## src/rtl/tce_pkg.sv

```systemverilog
package tce_pkg;
    typedef enum logic [1:0] {
        ACC_NONE = 2'b00,
        ACC_RD   = 2'b01,
        ACC_WR   = 2'b10,
        ACC_RW   = 2'b11
    } acc_e;

    typedef enum logic {
        RS_IDLE = 1'b0,
        RS_HELD = 1'b1
    } rsp_state_e;
endpackage

```

## src/rtl/tce_table.sv

```systemverilog
module tce_table #(
    parameter int NUM_ENT = 16,
    parameter int EW      = 64,
    parameter int CW      = 5,
    parameter int IDXW    = 4
) (
    input  logic            clk,
    input  logic            rst_n,
    input  logic            wr_en,
    input  logic [CW-1:0]   wr_idx,
    input  logic [EW-1:0]   wr_data,
    input  logic [IDXW-1:0] lk_idx,
    output logic [EW-1:0]   lk_data,
    input  logic [CW-1:0]   sd_idx,
    output logic [EW-1:0]   sd_data
);
    localparam logic [CW-1:0] LIMIT = CW'(NUM_ENT);

    logic [EW-1:0] ent_q [NUM_ENT];

    always_ff @(posedge clk) begin
        if (!rst_n) begin
            for (int i = 0; i < NUM_ENT; i++) ent_q[i] <= '0;
        end else if (wr_en && (wr_idx < LIMIT)) begin
            ent_q[wr_idx[IDXW-1:0]] <= wr_data;
        end
    end

    always_comb begin
        lk_data = ent_q[lk_idx];
        sd_data = (sd_idx < LIMIT) ? ent_q[sd_idx[IDXW-1:0]] : '0;
    end
endmodule

```

## src/rtl/tce_lookup.sv

```systemverilog
module tce_lookup
    import tce_pkg::*;
#(
    parameter int AW         = 32,
    parameter int EW         = 64,
    parameter int PAGE_SHIFT = 12,
    parameter int NUM_ENT    = 16,
    parameter int CW         = 5,
    parameter int IDXW       = 4
) (
    input  logic [AW-1:0]   addr,
    input  logic            wr,
    input  logic [CW-1:0]   win_pages,
    output logic [IDXW-1:0] tbl_idx,
    input  logic [EW-1:0]   entry,
    output logic [EW-1:0]   xlat,
    output logic [AW-1:0]   iova,
    output logic [EW-1:0]   mask,
    output acc_e            perm,
    output logic            fault
);
    localparam int PIW  = AW - PAGE_SHIFT;
    localparam int CMPW = (PIW > CW) ? PIW : CW;
    localparam logic [EW-1:0] LOW_E = (EW'(1) << PAGE_SHIFT) - EW'(1);
    localparam logic [AW-1:0] LOW_A = (AW'(1) << PAGE_SHIFT) - AW'(1);
    localparam logic [CW-1:0] MAXP  = CW'(NUM_ENT);

    logic [PIW-1:0] page;
    logic [CW-1:0]  limit;
    logic           in_win;

    always_comb begin
        page    = addr[AW-1:PAGE_SHIFT];
        limit   = (win_pages > MAXP) ? MAXP : win_pages;
        in_win  = CMPW'(page) < CMPW'(limit);
        tbl_idx = page[IDXW-1:0];
        if (in_win) begin
            xlat = entry & ~LOW_E;
            iova = addr & ~LOW_A;
            mask = LOW_E;
            perm = acc_e'(entry[1:0]);
        end else begin
            xlat = '0;
            iova = '0;
            mask = '1;
            perm = ACC_NONE;
        end
        fault = wr ? ~perm[1] : ~perm[0];
    end
endmodule

```

## src/rtl/tce_rsp_fsm.sv

```systemverilog
module tce_rsp_fsm
    import tce_pkg::*;
#(
    parameter int AW = 32,
    parameter int EW = 64
) (
    input  logic          clk,
    input  logic          rst_n,
    input  logic          req_valid,
    output logic          req_ready,
    input  logic          rsp_ready,
    output logic          rsp_valid,
    input  logic [EW-1:0] d_xlat,
    input  logic [AW-1:0] d_iova,
    input  logic [EW-1:0] d_mask,
    input  acc_e          d_perm,
    input  logic          d_fault,
    output logic [EW-1:0] q_xlat,
    output logic [AW-1:0] q_iova,
    output logic [EW-1:0] q_mask,
    output acc_e          q_perm,
    output logic          q_fault
);
    rsp_state_e st_q, st_d;
    logic       take;

    always_comb begin
        req_ready = (st_q == RS_IDLE) || rsp_ready;
        take      = req_valid && req_ready;
        st_d      = st_q;
        unique case (st_q)
            RS_IDLE: if (take) st_d = RS_HELD;
            RS_HELD: if (rsp_ready && !take) st_d = RS_IDLE;
            default: st_d = RS_IDLE;
        endcase
    end

    always_ff @(posedge clk) begin
        if (!rst_n) st_q <= RS_IDLE;
        else        st_q <= st_d;
    end

    always_ff @(posedge clk) begin
        if (!rst_n) begin
            q_xlat  <= '0;
            q_iova  <= '0;
            q_mask  <= '0;
            q_perm  <= ACC_NONE;
            q_fault <= 1'b0;
        end else if (take) begin
            q_xlat  <= d_xlat;
            q_iova  <= d_iova;
            q_mask  <= d_mask;
            q_perm  <= d_perm;
            q_fault <= d_fault;
        end
    end

    assign rsp_valid = (st_q == RS_HELD);
endmodule

```

## src/rtl/tce_xlate.sv

```systemverilog
module tce_xlate
    import tce_pkg::*;
#(
    parameter int AW         = 32,
    parameter int EW         = 64,
    parameter int PAGE_SHIFT = 12,
    parameter int NUM_ENT    = 16,
    localparam int IDXW      = $clog2(NUM_ENT),
    localparam int CW        = IDXW + 1
) (
    input  logic          clk,
    input  logic          rst_n,
    input  logic [CW-1:0] win_pages,
    input  logic          req_valid,
    output logic          req_ready,
    input  logic [AW-1:0] req_addr,
    input  logic          req_wr,
    output logic          rsp_valid,
    input  logic          rsp_ready,
    output logic [EW-1:0] rsp_xlat,
    output logic [AW-1:0] rsp_iova,
    output logic [EW-1:0] rsp_mask,
    output logic [1:0]    rsp_perm,
    output logic          rsp_fault,
    input  logic          tw_en,
    input  logic [CW-1:0] tw_idx,
    input  logic [EW-1:0] tw_data,
    input  logic [CW-1:0] tr_idx,
    output logic [EW-1:0] tr_data
);
    logic [IDXW-1:0] lk_idx;
    logic [EW-1:0]   lk_ent;
    logic [EW-1:0]   c_xlat, c_mask;
    logic [AW-1:0]   c_iova;
    acc_e            c_perm, r_perm;
    logic            c_fault;

    tce_table #(.NUM_ENT(NUM_ENT), .EW(EW), .CW(CW), .IDXW(IDXW)) u_tbl (
        .clk(clk), .rst_n(rst_n),
        .wr_en(tw_en), .wr_idx(tw_idx), .wr_data(tw_data),
        .lk_idx(lk_idx), .lk_data(lk_ent),
        .sd_idx(tr_idx), .sd_data(tr_data)
    );

    tce_lookup #(.AW(AW), .EW(EW), .PAGE_SHIFT(PAGE_SHIFT), .NUM_ENT(NUM_ENT),
                 .CW(CW), .IDXW(IDXW)) u_look (
        .addr(req_addr), .wr(req_wr), .win_pages(win_pages),
        .tbl_idx(lk_idx), .entry(lk_ent),
        .xlat(c_xlat), .iova(c_iova), .mask(c_mask),
        .perm(c_perm), .fault(c_fault)
    );

    tce_rsp_fsm #(.AW(AW), .EW(EW)) u_fsm (
        .clk(clk), .rst_n(rst_n),
        .req_valid(req_valid), .req_ready(req_ready),
        .rsp_ready(rsp_ready), .rsp_valid(rsp_valid),
        .d_xlat(c_xlat), .d_iova(c_iova), .d_mask(c_mask),
        .d_perm(c_perm), .d_fault(c_fault),
        .q_xlat(rsp_xlat), .q_iova(rsp_iova), .q_mask(rsp_mask),
        .q_perm(r_perm), .q_fault(rsp_fault)
    );

    assign rsp_perm = r_perm;
endmodule

```

## config.mk

```make
export PLATFORM = sky130hd
export DESIGN_NAME = tce_xlate
export DESIGN_NICKNAME = d
export VERILOG_FILES = /design/src/rtl/tce_pkg.sv /design/src/rtl/tce_table.sv /design/src/rtl/tce_lookup.sv /design/src/rtl/tce_rsp_fsm.sv /design/src/rtl/tce_xlate.sv
export SDC_FILE = /design/constraint.sdc
export NUM_CORES = 2
export LEC_CHECK = 0
export BUFFER_PORTS_ARGS = -buffer_cell sky130_fd_sc_hd__buf_2
export CELL_PAD_IN_SITES_DETAIL_PLACEMENT = 0
export CELL_PAD_IN_SITES_GLOBAL_PLACEMENT = 2
export CORE_MARGIN = 1.5
export CORE_UTILIZATION = 30
export DETAILED_ROUTE_END_ITERATION = 12
export PLACE_DENSITY = 0.67
export SLEW_MARGIN = 20
export SYNTH_ARGS = -nofsm -noshare
export SYNTH_HDL_FRONTEND = slang
export SYNTH_SLANG_ARGS = --single-unit
```

## constraint.sdc

```tcl
create_clock -name clk -period 8.9 [get_ports clk]
set_input_delay 1.335 -clock clk [delete_from_list [all_inputs] [get_ports clk]]
set_output_delay 1.335 -clock clk [all_outputs]
set_load 0.05 [all_outputs]
```

# Word level (Yosys, flattened, before mapping)
# Memory sizes are Yosys's and may differ from the RTL's.
# Cells that the tools add are included.
# Widths: inputs -> output; s select.
# classes
order_cmp,4
muxes,17
bitwise,3
n_reduce_logical,6
# ops
cell,count
$mux 64,4
$reduce_or 64->1,1
$mux 32,1
$lt 20x5->1,1
$lt 5x5->1 const B,2
$mux 1,8
$gt 5x5->1 const B,1
$mux 5,1
$mux 4,1
$logic_and 1x1->1,3
$not 1->1,3
$mux 2,1
$pmux 1 s2,1
$logic_not 1->1,1
$logic_or 1x1->1,1
# totals
register_bits,164
mem_bits_rw,1024
in_bits,117
output_inout_bits,229
wordCells,37
n_memories,1
# memory_table
name,words,word_bits,read_ports,rd_ports_with_merged_regs,write_ports,line,source
u_tbl.ent_q,16,64,2,0,16,tce_table.sv:19,logic [EW-1:0] ent_q [NUM_ENT];

# Longest topological paths before layout
# logic_depth
word_depth,7
depth_mapped,8
ltp_nobuf,7

# By module
# Synthesis repeated with hierarchy kept, for this count alone.
# unflattened
hier_cells,4816
hier_area_um2,62608.8
# modules_own_cells
module,instances,cells_per_inst,area_per_inst_um2,seq_area_each_um2
tce_table,1,3840,54099.4,30749.5
tce_rsp_fsm,1,711,6461.2,3283.1
tce_lookup,1,265,2048.2,0.0

# Least setup slack after synthesis
# Ideal clock, no wire load.
# synth_timing
kind,input -> register
startpoint,input port rst_n
endpoint,memory u_tbl.ent_q[2][0] (enable)
setup_ps,574
arrival_time_ps,6511
required_time_ps,8326
slack_ps,1815
stages,4
path_buffers,1
cell_sequence,buf_2 -> nor4bb_1 -> nand2b_1 -> o21ai_0
# synth_lines
element,line,source
start: declaration,tce_xlate.sv:12,"input logic rst_n,"
end: declaration,tce_table.sv:19,

# Worst setup path after layout
# layout_timing
startpoint,input port tr_idx[0]
endpoint,output port tr_data[1]
# layout_between
elab_chain_len,2
elab_cells_between_ends,3
classes_between,order compare: 1; mux: 1; memory: 1
# layout_rtl
element,line,source
start: declaration,tce_xlate.sv:28,"input logic [CW-1:0] tr_idx,"
$mem_v2 16x64 / $lt 5x5->1 (equally long branches),n/a,
$mux 64 (*),tce_table.sv:31,sd_data = (sd_idx < LIMIT) ? ent_q[sd_idx[IDXW-1:0]] : '0;
end: declaration,tce_xlate.sv:29,output logic [EW-1:0] tr_data
# Mark *: on every way between the ends. The rest lies on a longest branch, timed or not.

==> run metrics <==
placed inst area=59300 µm²; global-route wire length before repair=259 mm; maximum clock path buffer count=3; critical path class=primary input to primary output; Req. time, crit path=7570 ps; gp weighted congestion=0.733; fillcell total=17400; critical path launch point type=primary input; Max-cap violations=0; DR iter-0 viols=2693; wire length per cell=30.7 µm; Reg clk slew, reported paths=60 ps; Initial Util=30.3%; count of cell types in the netlist=33; Final Core Density=34.4%; RSZ-0062 raised after global routing=no; TritonCTS Buffers=119; drt total wl=186 mm; Post-CTS Hold Fix Bufs=0; critical path peak fanout=50; Vias/cell=5.12; Hold Slack=456 ps; Peak VDD IR=0.151 mV; main flop type after synthesis=edfxtp_1; die area=188000 µm²; final number of max-transition violations=0; post-DP HPWL=100 mm; Setup crit end kind=primary output; crit path DAT=4250 ps; cell count after synthesis=3352; Leak=21.6 nW; endpoints failing setup=0; Port Buffer Count=309; Slew headroom=22.0%; Overall Power=12.4 mW; Post-Layout Cell Count=6053; vias in the first global route=32700; Post-synth EDFFs=1024; fmax=0.179 GHz; mapped cell area=55500 µm²; setup tns final=0 ps; status=finished clean; Slew @ Worst Pin=1170 ps; clk_lat worst skew=750 ps; global route overflow=0; # rows=157; Die W=433 µm; worst min path class=flip-flop to flip-flop; clk sinks=1102; Async SR Flop Fraction=0%; Total GRT Usage=19.7%; Setup Skew=24.2 ps; Resize count post-CTS=0; synth warn=0; Setup WS pre-CTS=3120 ps; Multi-input gate area=21600 µm²; Yosys reg bits=1102; DR vias=31000; area grow syn2layout=13.7%; Final Hold Vio Count=0; register area share after synthesis=58.2%; die extent in y=433 µm; drt drc=0; fin crit share=62.8%; layout cells sized above 1=32.9%; DR pass1 iterations=5; Reg area=32300 µm²; largest net degree at the start of global routing=99; H-tree depth=3; core region area=183000 µm²; clk root buf=clkbuf_16; Final nets=3593; TritonCTS clock tree=done; postcts setup bufs=0; initial antenna violation count=36; Syn Area/Cell=16.6 µm²; power per cell area=197 nW/µm²; post-layout min period=5590 ps; io pins=346; Final WS setup=3310 ps; Finished Cell Area=63100 µm²; post-route ant nets=0; dpl cells=5814
[placed cells by master, fill, tap and decap left out, drive strengths merged, types with 5 or more instances in the layout]
master  Yosys  routed
conb        1      24
buf       155     380
clkinv      0      48
diode       0      12
and2     1025    1025
clkbuf    249     164
o21ai      16      16
a2111o      5       5
nand2b      8       8
a21oi       7       7
a22o       54      54
inv         8      14
nor2       17      17
dfxtp      78      78
bufinv      0       6
edfxtp   1024    1024
nor2b      65      65
and3       15      15
mux4      592     592
nand2      12      12
[power by group]
part	switching, mW	leakage (nW)	internal, mW
registers	0.115	10.4	5.92
clock network	2.14	1.85	2.76
logic	0.904	9.41	0.587
total	3.15	21.6	9.26
[Yosys cell counts, types with 5 or more instances]
cell	number	area, µm²
buf_1	11	41.3
nor2_1	17	63.8
buf_4	89	668
inv_1	6	22.5
dfxtp_1	78	1560
and2_1	1025	6410
buf_2	52	260
nor2b_1	65	407
nand2_1	12	45.0
a21oi_1	7	35.0
a2111o_1	5	56.3
and3_1	15	93.8
edfxtp_1	1024	30700
nand2b_1	8	50.1
a22o_1	54	473
mux4_2	592	13300
clkbuf_1	249	935
o21ai_0	15	75.1
[worst max-delay path, stage by stage]
cell and delay [ps]:
buf_8 430, buf_4 710, mux4_2 610, mux4_2 480, nor2b_1 240, buf_2 300
[metal layers]
metal	up-vias	GRT usage (%)	routed length, µm
li1	13100	-	-
met1	16700	23.8	72800
met2	949	36.4	99300
met3	254	2.38	8780
met4	16	5.76	4600
met5	-	0	95
[cell families after synthesis]
kind of cell | after synthesis | synth area share (%)
flip-flops | 1102 | 58.2
AO/OA/AOI/OAI | 85 | 1.24
adder cells (fa/ha/maj) | 4 | 0.0901
AND/OR/NAND/NOR | 1155 | 12.9
buffers and inverters | 412 | 3.54
other | 1 | 0.00675
multiplexers | 593 | 24.0
[flip-flops by register name (all words and copies together), names as in the netlist]
name	flops
u_fsm.q_fault	1
u_fsm.q_iova	20
u_fsm.q_mask	2
u_fsm.q_perm	2
u_fsm.q_xlat	52
u_fsm.rsp_valid	1
u_tbl.ent_q	1024
[area by class of cell]
cell class | count | share of cell area [%]
inverter | 8 | 0.0555
clock buffer | 164 | 5.25
multi-input combinational | 1861 | 34.2
clock inverter | 62 | 0.710
sequential | 1102 | 51.2
antenna | 12 | 0.0476
timing repair buffer | 380 | 3.60
tap | 2464 | 4.89
[worst paths after layout]
kind | start | to | slack (ps) | cells past startpoint
hold / removal | u_fsm.q_iova[12] | u_fsm.q_iova[12] | 460 | 2
setup reg to reg | u_fsm.rsp_valid | u_fsm.q_xlat[15] | 6470 | 5
setup / recovery | tr_idx[0] | tr_data[1] | 3310 | 6
hold reg to reg | u_fsm.q_iova[12] | u_fsm.q_iova[12] | 460 | 2
Note: power is estimated with default switching activity, not from simulation.
